[config.mk]
export PLATFORM = sky130hd
export DESIGN_NAME = bcs_ctrl
export DESIGN_NICKNAME = d
export VERILOG_FILES = /design/src/rtl/bcs_pkg.sv /design/src/rtl/bcs_turnaround.sv /design/src/rtl/bcs_select.sv /design/src/rtl/bcs_hold.sv /design/src/rtl/bcs_ctrl.sv
export SDC_FILE = /design/constraint.sdc
export NUM_CORES = 1
export LEC_CHECK = 0
export ABC_AREA = 1
export CAP_MARGIN = 25
export CORE_MARGIN = 5
export CORE_UTILIZATION = 33
export CTS_BUF_LIST = sky130_fd_sc_hd__clkbuf_4 sky130_fd_sc_hd__clkbuf_8 sky130_fd_sc_hd__clkbuf_16
export DETAILED_ROUTE_END_ITERATION = 10
export GPL_TIMING_DRIVEN = 0
export PLACE_DENSITY_LB_ADDON = 0.15
export SLEW_MARGIN = 5
export SYNTH_ARGS = -nofsm -noshare
export SYNTH_HDL_FRONTEND = slang
export SYNTH_HIERARCHICAL = 1
export SYNTH_SLANG_ARGS = --single-unit
[constraint.sdc]
create_clock -name clk_i -period 1.75 [get_ports clk_i]
set_clock_uncertainty 0.05 [all_clocks]
set_input_delay 0.175 -clock clk_i [delete_from_list [all_inputs] [get_ports clk_i]]
set_output_delay 0.175 -clock clk_i [all_outputs]
set_load 0.02 [all_outputs]
[src/rtl/bcs_pkg.sv]
package bcs_pkg;

  localparam logic [1:0] PS_RUN    = 2'd0;
  localparam logic [1:0] PS_LOWPWR = 2'd1;

  typedef enum logic [1:0] {
    SRC_NONE    = 2'd0,
    SRC_RESTART = 2'd1,
    SRC_WB      = 2'd2,
    SRC_NORM    = 2'd3
  } src_e;

  // Conditions under which no strobe of any kind may be issued.
  function automatic logic bus_blocked(input logic rst, input logic init,
                                       input logic boff, input logic hlda,
                                       input logic [1:0] ps);
    return rst | init | boff | hlda | ps[1];
  endfunction

  // Conditions under which only inquire writebacks may start.
  function automatic logic wb_only(input logic ahold, input logic [1:0] ps);
    return ahold | (ps == PS_LOWPWR);
  endfunction

  // Fixed priority: aborted cycle, then writeback, then normal request.
  function automatic src_e pick_src(input logic rs_ok, input logic wb_ok,
                                    input logic nm_ok);
    if (rs_ok)      return SRC_RESTART;
    else if (wb_ok) return SRC_WB;
    else if (nm_ok) return SRC_NORM;
    else            return SRC_NONE;
  endfunction

endpackage

[src/rtl/bcs_turnaround.sv]
module bcs_turnaround (
  input  logic clk_i,
  input  logic rst_i,
  input  logic hitm_i,
  input  logic rdy_i,
  input  logic boff_i,
  input  logic start_i,
  input  logic start_wb_i,
  input  logic start_restart_i,
  output logic busy_o,
  output logic hitm_aged_o,
  output logic restart_o,
  output logic restart_wb_o,
  output logic cyc_end_o,
  output logic cyc_abort_o
);

  logic busy_q;
  logic hitm_q;
  logic rs_q;
  logic rs_wb_q;
  logic cur_wb_q;

  assign cyc_abort_o  = busy_q & boff_i;
  assign cyc_end_o    = busy_q & rdy_i & ~boff_i;
  assign busy_o       = busy_q;
  assign hitm_aged_o  = hitm_i & hitm_q;
  assign restart_o    = rs_q;
  assign restart_wb_o = rs_wb_q;

  always_ff @(posedge clk_i) begin
    if (rst_i) begin
      busy_q   <= 1'b0;
      hitm_q   <= 1'b0;
      rs_q     <= 1'b0;
      rs_wb_q  <= 1'b0;
      cur_wb_q <= 1'b0;
    end else begin
      hitm_q <= hitm_i;
      if (start_i) begin
        busy_q   <= 1'b1;
        cur_wb_q <= start_wb_i;
      end else if (cyc_end_o || cyc_abort_o) begin
        busy_q <= 1'b0;
      end
      if (cyc_abort_o) begin
        rs_q    <= 1'b1;
        rs_wb_q <= cur_wb_q;
      end else if (start_i && start_restart_i) begin
        rs_q <= 1'b0;
      end
    end
  end

  // no new cycle may begin while one is open
  assert_no_start_busy_R2: assert property (@(posedge clk_i) disable iff (rst_i)
    busy_q |-> !start_i);

  // an aborted cycle is always left pending for restart
  assert_abort_keeps_R11: assert property (@(posedge clk_i) disable iff (rst_i)
    cyc_abort_o |=> rs_q);

  // the aged hit-modified flag needs two high samples
  assert_hitm_two_R4: assert property (@(posedge clk_i) disable iff (rst_i)
    hitm_aged_o |-> $past(hitm_i));

endmodule

[src/rtl/bcs_select.sv]
module bcs_select import bcs_pkg::*; (
  input  logic       rst_i,
  input  logic       init_i,
  input  logic       boff_i,
  input  logic       hlda_i,
  input  logic       ahold_i,
  input  logic [1:0] pstate_i,
  input  logic       busy_i,
  input  logic       restart_i,
  input  logic       restart_wb_i,
  input  logic       hitm_aged_i,
  input  logic       req_valid_i,
  input  logic       wb_valid_i,
  output logic       start_o,
  output src_e       src_o
);

  logic blocked;
  logic restricted;
  logic rs_ok;
  logic wb_ok;
  logic nm_ok;

  always_comb begin
    blocked    = busy_i | bus_blocked(rst_i, init_i, boff_i, hlda_i, pstate_i);
    restricted = wb_only(ahold_i, pstate_i);
    rs_ok      = restart_i & ~blocked & (restart_wb_i | ~restricted);
    wb_ok      = wb_valid_i & hitm_aged_i & ~blocked;
    nm_ok      = req_valid_i & ~blocked & ~restricted & ~restart_i;
    src_o      = pick_src(rs_ok, wb_ok, nm_ok);
    start_o    = (src_o != SRC_NONE);
  end

endmodule

[src/rtl/bcs_hold.sv]
module bcs_hold import bcs_pkg::*; #(
  parameter int unsigned ADDR_W   = 32,
  parameter int unsigned BE_W     = 8,
  parameter int unsigned CYC_W    = 3,
  parameter int unsigned NORM_LSB = 3,
  parameter int unsigned LINE_LSB = 5
) (
  input  logic              clk_i,
  input  logic              rst_i,
  input  logic              boff_i,
  input  logic              hlda_i,
  input  logic              start_i,
  input  src_e              src_i,
  input  logic [ADDR_W-1:0] req_addr_i,
  input  logic [CYC_W-1:0]  req_cyc_i,
  input  logic [BE_W-1:0]   req_be_i,
  input  logic              req_lock_i,
  input  logic              req_cache_i,
  input  logic              req_pcd_i,
  input  logic              req_pwt_i,
  input  logic [ADDR_W-1:0] wb_addr_i,
  output logic              ads_o,
  output logic              oe_o,
  output logic              req_acc_o,
  output logic              wb_acc_o,
  output logic              line_o,
  output logic [ADDR_W-1:0] addr_o,
  output logic [CYC_W-1:0]  cyc_o,
  output logic [BE_W-1:0]   be_o,
  output logic              lock_o,
  output logic              cache_o,
  output logic              pcd_o,
  output logic              pwt_o
);

  localparam logic [CYC_W-1:0] CYC_LINE_WR = {CYC_W{1'b1}};

  function automatic logic [ADDR_W-1:0] clear_low(input logic [ADDR_W-1:0] a,
                                                  input int unsigned lsb);
    logic [ADDR_W-1:0] mask;
    mask = {ADDR_W{1'b1}} << lsb;
    return a & mask;
  endfunction

  logic ads_q, oe_q, racc_q, wacc_q, line_q;
  logic load_norm, load_line;

  assign load_norm = start_i && (src_i == SRC_NORM);
  assign load_line = start_i && (src_i == SRC_WB);

  always_ff @(posedge clk_i) begin
    if (rst_i) begin
      ads_q   <= 1'b0;
      oe_q    <= 1'b0;
      racc_q  <= 1'b0;
      wacc_q  <= 1'b0;
      line_q  <= 1'b0;
      addr_o  <= '0;
      cyc_o   <= '0;
      be_o    <= '0;
      lock_o  <= 1'b0;
      cache_o <= 1'b0;
      pcd_o   <= 1'b0;
      pwt_o   <= 1'b0;
    end else begin
      ads_q  <= start_i;
      oe_q   <= ~boff_i;
      racc_q <= load_norm;
      wacc_q <= load_line;
      if (load_norm) begin
        line_q  <= 1'b0;
        addr_o  <= clear_low(req_addr_i, NORM_LSB);
        cyc_o   <= req_cyc_i;
        be_o    <= req_be_i;
        lock_o  <= req_lock_i;
        cache_o <= req_cache_i;
        pcd_o   <= req_pcd_i;
        pwt_o   <= req_pwt_i;
      end else if (load_line) begin
        line_q  <= 1'b1;
        addr_o  <= clear_low(wb_addr_i, LINE_LSB);
        cyc_o   <= CYC_LINE_WR;
        be_o    <= {BE_W{1'b1}};
        lock_o  <= 1'b0;
        cache_o <= 1'b1;
        pcd_o   <= 1'b0;
        pwt_o   <= 1'b0;
      end
    end
  end

  assign ads_o     = ads_q;
  assign oe_o      = oe_q & ~hlda_i;
  assign req_acc_o = racc_q;
  assign wb_acc_o  = wacc_q;
  assign line_o    = line_q;

  // one-clock strobe
  assert_single_strobe_R1: assert property (@(posedge clk_i) disable iff (rst_i)
    ads_q |=> !ads_q);

  // float one clock after back-off
  assert_float_boff_R7: assert property (@(posedge clk_i) disable iff (rst_i)
    boff_i |=> !oe_o);

  // float in the clock of hold acknowledge
  assert_float_hlda_R7: assert property (@(posedge clk_i) disable iff (rst_i)
    hlda_i |-> !oe_o);

  // accepts only with a strobe
  assert_accept_strobe_R13: assert property (@(posedge clk_i) disable iff (rst_i)
    (racc_q || wacc_q) |-> ads_q);

  // writeback start carries a line-aligned full-width write
  assert_line_fields_R8: assert property (@(posedge clk_i) disable iff (rst_i)
    wacc_q |-> (addr_o[LINE_LSB-1:0] == '0) && (be_o == {BE_W{1'b1}}) && (cyc_o == CYC_LINE_WR));

  // normal start has the low address bits cleared
  assert_norm_align_R8: assert property (@(posedge clk_i) disable iff (rst_i)
    racc_q |-> (addr_o[NORM_LSB-1:0] == '0));

endmodule

[src/rtl/bcs_ctrl.sv]
module bcs_ctrl import bcs_pkg::*; #(
  parameter int unsigned ADDR_W   = 32,
  parameter int unsigned BE_W     = 8,
  parameter int unsigned CYC_W    = 3,
  parameter int unsigned NORM_LSB = 3,
  parameter int unsigned LINE_LSB = 5
) (
  input  logic              clk_i,
  input  logic              rst_i,
  input  logic              init_i,
  input  logic              rdy_i,
  input  logic              ahold_i,
  input  logic              boff_i,
  input  logic              hlda_i,
  input  logic              hitm_i,
  input  logic [1:0]        pstate_i,
  input  logic              req_valid_i,
  input  logic [ADDR_W-1:0] req_addr_i,
  input  logic [CYC_W-1:0]  req_cyc_i,
  input  logic [BE_W-1:0]   req_be_i,
  input  logic              req_lock_i,
  input  logic              req_cache_i,
  input  logic              req_pcd_i,
  input  logic              req_pwt_i,
  output logic              req_accept_o,
  input  logic              wb_valid_i,
  input  logic [ADDR_W-1:0] wb_addr_i,
  output logic              wb_accept_o,
  output logic              ads_o,
  output logic              grp_oe_o,
  output logic [ADDR_W-1:0] addr_o,
  output logic [CYC_W-1:0]  cyc_o,
  output logic [BE_W-1:0]   be_o,
  output logic              lock_o,
  output logic              cache_o,
  output logic              pcd_o,
  output logic              pwt_o
);

  // Named internal events
  logic busy;
  logic hitm_aged;
  logic restart_pend;
  logic restart_wb;
  logic cyc_end;
  logic cyc_abort;
  logic start;
  src_e src;
  logic start_wb_kind;
  logic start_is_restart;
  logic line_cyc;

  assign start_is_restart = (src == SRC_RESTART);
  assign start_wb_kind    = (src == SRC_WB) || (start_is_restart && restart_wb);

  bcs_turnaround u_turn (
    .clk_i           (clk_i),
    .rst_i           (rst_i),
    .hitm_i          (hitm_i),
    .rdy_i           (rdy_i),
    .boff_i          (boff_i),
    .start_i         (start),
    .start_wb_i      (start_wb_kind),
    .start_restart_i (start_is_restart),
    .busy_o          (busy),
    .hitm_aged_o     (hitm_aged),
    .restart_o       (restart_pend),
    .restart_wb_o    (restart_wb),
    .cyc_end_o       (cyc_end),
    .cyc_abort_o     (cyc_abort)
  );

  bcs_select u_sel (
    .rst_i        (rst_i),
    .init_i       (init_i),
    .boff_i       (boff_i),
    .hlda_i       (hlda_i),
    .ahold_i      (ahold_i),
    .pstate_i     (pstate_i),
    .busy_i       (busy),
    .restart_i    (restart_pend),
    .restart_wb_i (restart_wb),
    .hitm_aged_i  (hitm_aged),
    .req_valid_i  (req_valid_i),
    .wb_valid_i   (wb_valid_i),
    .start_o      (start),
    .src_o        (src)
  );

  bcs_hold #(
    .ADDR_W   (ADDR_W),
    .BE_W     (BE_W),
    .CYC_W    (CYC_W),
    .NORM_LSB (NORM_LSB),
    .LINE_LSB (LINE_LSB)
  ) u_hold (
    .clk_i       (clk_i),
    .rst_i       (rst_i),
    .boff_i      (boff_i),
    .hlda_i      (hlda_i),
    .start_i     (start),
    .src_i       (src),
    .req_addr_i  (req_addr_i),
    .req_cyc_i   (req_cyc_i),
    .req_be_i    (req_be_i),
    .req_lock_i  (req_lock_i),
    .req_cache_i (req_cache_i),
    .req_pcd_i   (req_pcd_i),
    .req_pwt_i   (req_pwt_i),
    .wb_addr_i   (wb_addr_i),
    .ads_o       (ads_o),
    .oe_o        (grp_oe_o),
    .req_acc_o   (req_accept_o),
    .wb_acc_o    (wb_accept_o),
    .line_o      (line_cyc),
    .addr_o      (addr_o),
    .cyc_o       (cyc_o),
    .be_o        (be_o),
    .lock_o      (lock_o),
    .cache_o     (cache_o),
    .pcd_o       (pcd_o),
    .pwt_o       (pwt_o)
  );

  // dead clock after the final ready
  assert_dead_clock_R2: assert property (@(posedge clk_i) disable iff (rst_i)
    cyc_end |=> !ads_o);

  // no strobe after a blocking clock
  assert_blocked_R6: assert property (@(posedge clk_i) disable iff (rst_i)
    ads_o |-> $past(!boff_i && !hlda_i && !init_i && !pstate_i[1]));

  // normal cycles only outside address-hold and low-power states
  assert_wb_only_R5: assert property (@(posedge clk_i) disable iff (rst_i)
    (ads_o && !line_cyc) |-> $past(!ahold_i && (pstate_i == PS_RUN)));

  // writeback strobe at least two clocks after hit-modified
  assert_hitm_gap_R4: assert property (@(posedge clk_i) disable iff (rst_i)
    wb_accept_o |-> ($past(hitm_i, 1) && $past(hitm_i, 2)));

  // bus outputs hold while the cycle is open
  assert_hold_fields_R9: assert property (@(posedge clk_i) disable iff (rst_i)
    (busy && !cyc_end && !cyc_abort) |=> ($stable(addr_o) && $stable(be_o) && $stable(cyc_o)));

  // writeback wins over a normal request
  assert_wb_first_R10: assert property (@(posedge clk_i) disable iff (rst_i)
    (src == SRC_NORM) |-> !(wb_valid_i && hitm_aged));

  // restarts carry no new accept
  assert_restart_noacc_R11: assert property (@(posedge clk_i) disable iff (rst_i)
    start_is_restart |=> (ads_o && !req_accept_o && !wb_accept_o));

endmodule

==> impl_results.md <==
* Root Buffer: clkbuf_8
* Warnings from Yosys at 6
* Number of hold buffers added after cts at 0
* First-pass GRT wire length at between 10000 and 15000 um
* Row cnt at 31
* CP max FO at 6
* Area Growth Syn to Fin at 81.0%
* P per Cell Area at 502 mW/mm^2
* R2r startpoint: u_turn/busy_o
* CTS tree: yes
* Routed Antenna Nets at 0
* Fin crit period at between 1.5 and 2 ns
* Worst Path Required at around 1.9 ns
* Mapped cell area at approximately 0.0024 sq mm
* Share of post-route cells with drive strength above 1 at ~19%
* Largest Register: u_hold/addr_o
* Core ar. at 0.00718 sq mm
* M2 GR Usage at roughly 30%
* Port bufs at 130
* Vias/cell at between 4 and 5
* Skew-Pair Late Insertion Delay at approximately 0.30 ns
* HPWL Detailed at about 5700 um
* Leakage power at between 2 and 2.5 nW
* Hold WS at ~0.2 ns
* Largest register FFs at 29
* DR WL/cell at about 14 um
* Placer Congestion at just over 0.8
* DR vias at about 2.7k
* Die height at approximately 95 um
* Total Wirelength at between 8000 and 9000 um
* WS Path Type: in2reg
* Initial DRC Count at 120
* CP startpoint kind: input port
* Syn avg cell area at ~7 sq um
* Fmax at ~550 MHz
* Capturing point of the worst reg2reg path: u_hold/addr_o[20]
* Slew Limit Fails at 0
* CTS Buf Count at 5
* Die width at around 95 um
* Total die area at between 0.009 and 0.01 sq mm
* Hold WC Path Type: in2reg
* Post-Syn Instances at roughly 340
* Global routing's busiest layer: met2
* Fin. Hold Viols at 0
* Drt drc at 0
* Overall Global Routing Usage at between 10% and 20%
* H-tree levels at 2
* Relative slew slack at roughly three fifths
* DRT Pass-1 Iters at 5
* Diode count at 0
* Final setup vio count at 18
* Grt met3 use at under 10%
* Max Cap Violations at 0
* Worst EP arrival at roughly 2.0 ns
* Final Net Count at between 500 and 600
* Largest net degree at the start of global routing at 18
* Worst-case reg-to-reg path depth at 12
* Worst setup startpoint: pstate_i[1]
* Met1 usage at between 20% and 30%
* I/O pins at 142
* Crit end category: flip-flop
* CTS sink cnt at 53
* Total gr overflow at 0
* Initial antenna violation count at 0
* PnR worst setup slack at -0.0684 ns
* CTS clock-pin slew for the worst setup and hold paths at ~0.10 ns
* Worst slew pin tran at 0.578 ns
* Regs by FF count: u_hold/addr_o x29, u_hold/be_o x8, u_hold/cyc_o x3
* Vias in the first global route at between 2k and 3k
* VDD IR max at between 0.2 and 0.3 mV
* Final period utilization at 104%
* Post-route setup TNS at -0.595 ns
* Maximum clock path buffer count at 2
* Violated checks: setup timing
* R2r setup slk at -0.06 ns
* RSZ-0062 raised after global routing: yes
* Status: complete, but fails checks
* Worst setup path end: u_hold/addr_o[20]
* Initial Utilization at around a third
## per-stage QoR
| step | utilization (%) | cell area [sq um] | worst slack, ns | cells | total power [mW] |
|---|---|---|---|---|---|
| detailed placement | 53.5 | 3840 | -0.581 | 575 | 1.49 |
| floorplan | - | 2420 | 0.00126 | 346 | 1.29 |
| global route | 60.7 | 4350 | -0.151 | 601 | 2.29 |
| finish | 60.7 | 4350 | -0.0684 | 601 | 2.19 |
| CTS | 57.2 | 4110 | -0.0249 | 592 | 2.21 |
| global placement | 53.5 | 3840 | -0.611 | 575 | 1.49 |
## report_power, final
group / switching, mW / leakage, nW / total (mW) / internal [mW]
clock network: 0.433 / 0.0445 / 0.718 / 0.285
registers: 0.000784 / 0.428 / 1.21 / 1.21
logic: 0.0805 / 1.53 / 0.260 / 0.179
total: 0.514 / 2.00 / 2.19 / 1.67
## cells in the final DEF (no fill, tap or decap), types with 2 or more instances in the layout
cell type and count:
clkdlybuf4s50_1 128, nand2_1 75, dfxtp_1 52, nor2_1 42, inv_1 35, nand3_1 27, nand4_1 22, buf_4 20
o21ai_0 13, nand3_2 12, nand2_2 10, buf_6 9, nand2_4 6, nor2_2 6, clkbuf_8 5, a21oi_1 5
buf_8 4, buf_2 3, clkbuf_1 3, a21oi_2 3, conb_1 3, clkinv_2 2, dlygate4sd2_1 2, nand2_8 2
nor2_4 2
## worst max-delay path, stage by stage
cell,delay (ns)
clkdlybuf4s50_1,0.42
or2_0,0.24
nor2_2,0.18
nand3_2,0.11
nand2_2,0.11
buf_6,0.15
nand2_8,0.07
buf_8,0.14
clkbuf_16,0.17
nand2_4,0.06
nand3_2,0.07
nand2_1,0.06
inv_1,0.04
## repair_timing
| action | in CTS | in global routing |
|---|---|---|
| buffers inserted | 8 | 7 |
| gates cloned | 1 | 2 |
| setup endpoints to repair | 45 | 43 |
| hold endpoints to repair | 0 | 0 |
| resized for setup | 27 | 45 |
| pin swaps | 7 | 12 |
## layout make-up
| cell class | instances | area [sq um] |
|---|---|---|
| Tap cell | 99 | 124 |
| Inverter | 37 | 143 |
| Multi-Input combinational cell | 232 | 1230 |
| Buffer | 24 | 215 |
| Timing Repair Buffer | 148 | 1480 |
| Fill cell | 677 | 2820 |
| Clock inverter | 3 | 21.3 |
| Sequential cell | 53 | 1060 |
| Clock buffer | 5 | 68.8 |
## worst min path at each step
stage	start	to	slack, ns	cells past startpoint
2_1_floorplan	rst_i	u_turn/busy_o	0.19	1
5_1_grt	boff_i	u_hold/oe_q	0.21	2
3_5_place_dp	u_hold/addr_o[9]	u_hold/addr_o[9]	0.41	2
6_report	boff_i	u_hold/oe_q	0.20	2
4_1_cts	boff_i	u_hold/oe_q	0.19	2
3_3_place_gp	u_hold/addr_o[9]	u_hold/addr_o[9]	0.40	2
## routing by layer
| metal | share of wire [%] | vias up |
|---|---|---|
| met3 | 9.4 | 10 |
| met2 | 49 | 95 |
| met1 | 40 | 1249 |
| li1 | - | 1394 |
| met4 | 1.2 | 0 |
| met5 | 0 | - |
Note: power is estimated with default switching activity, not from simulation.
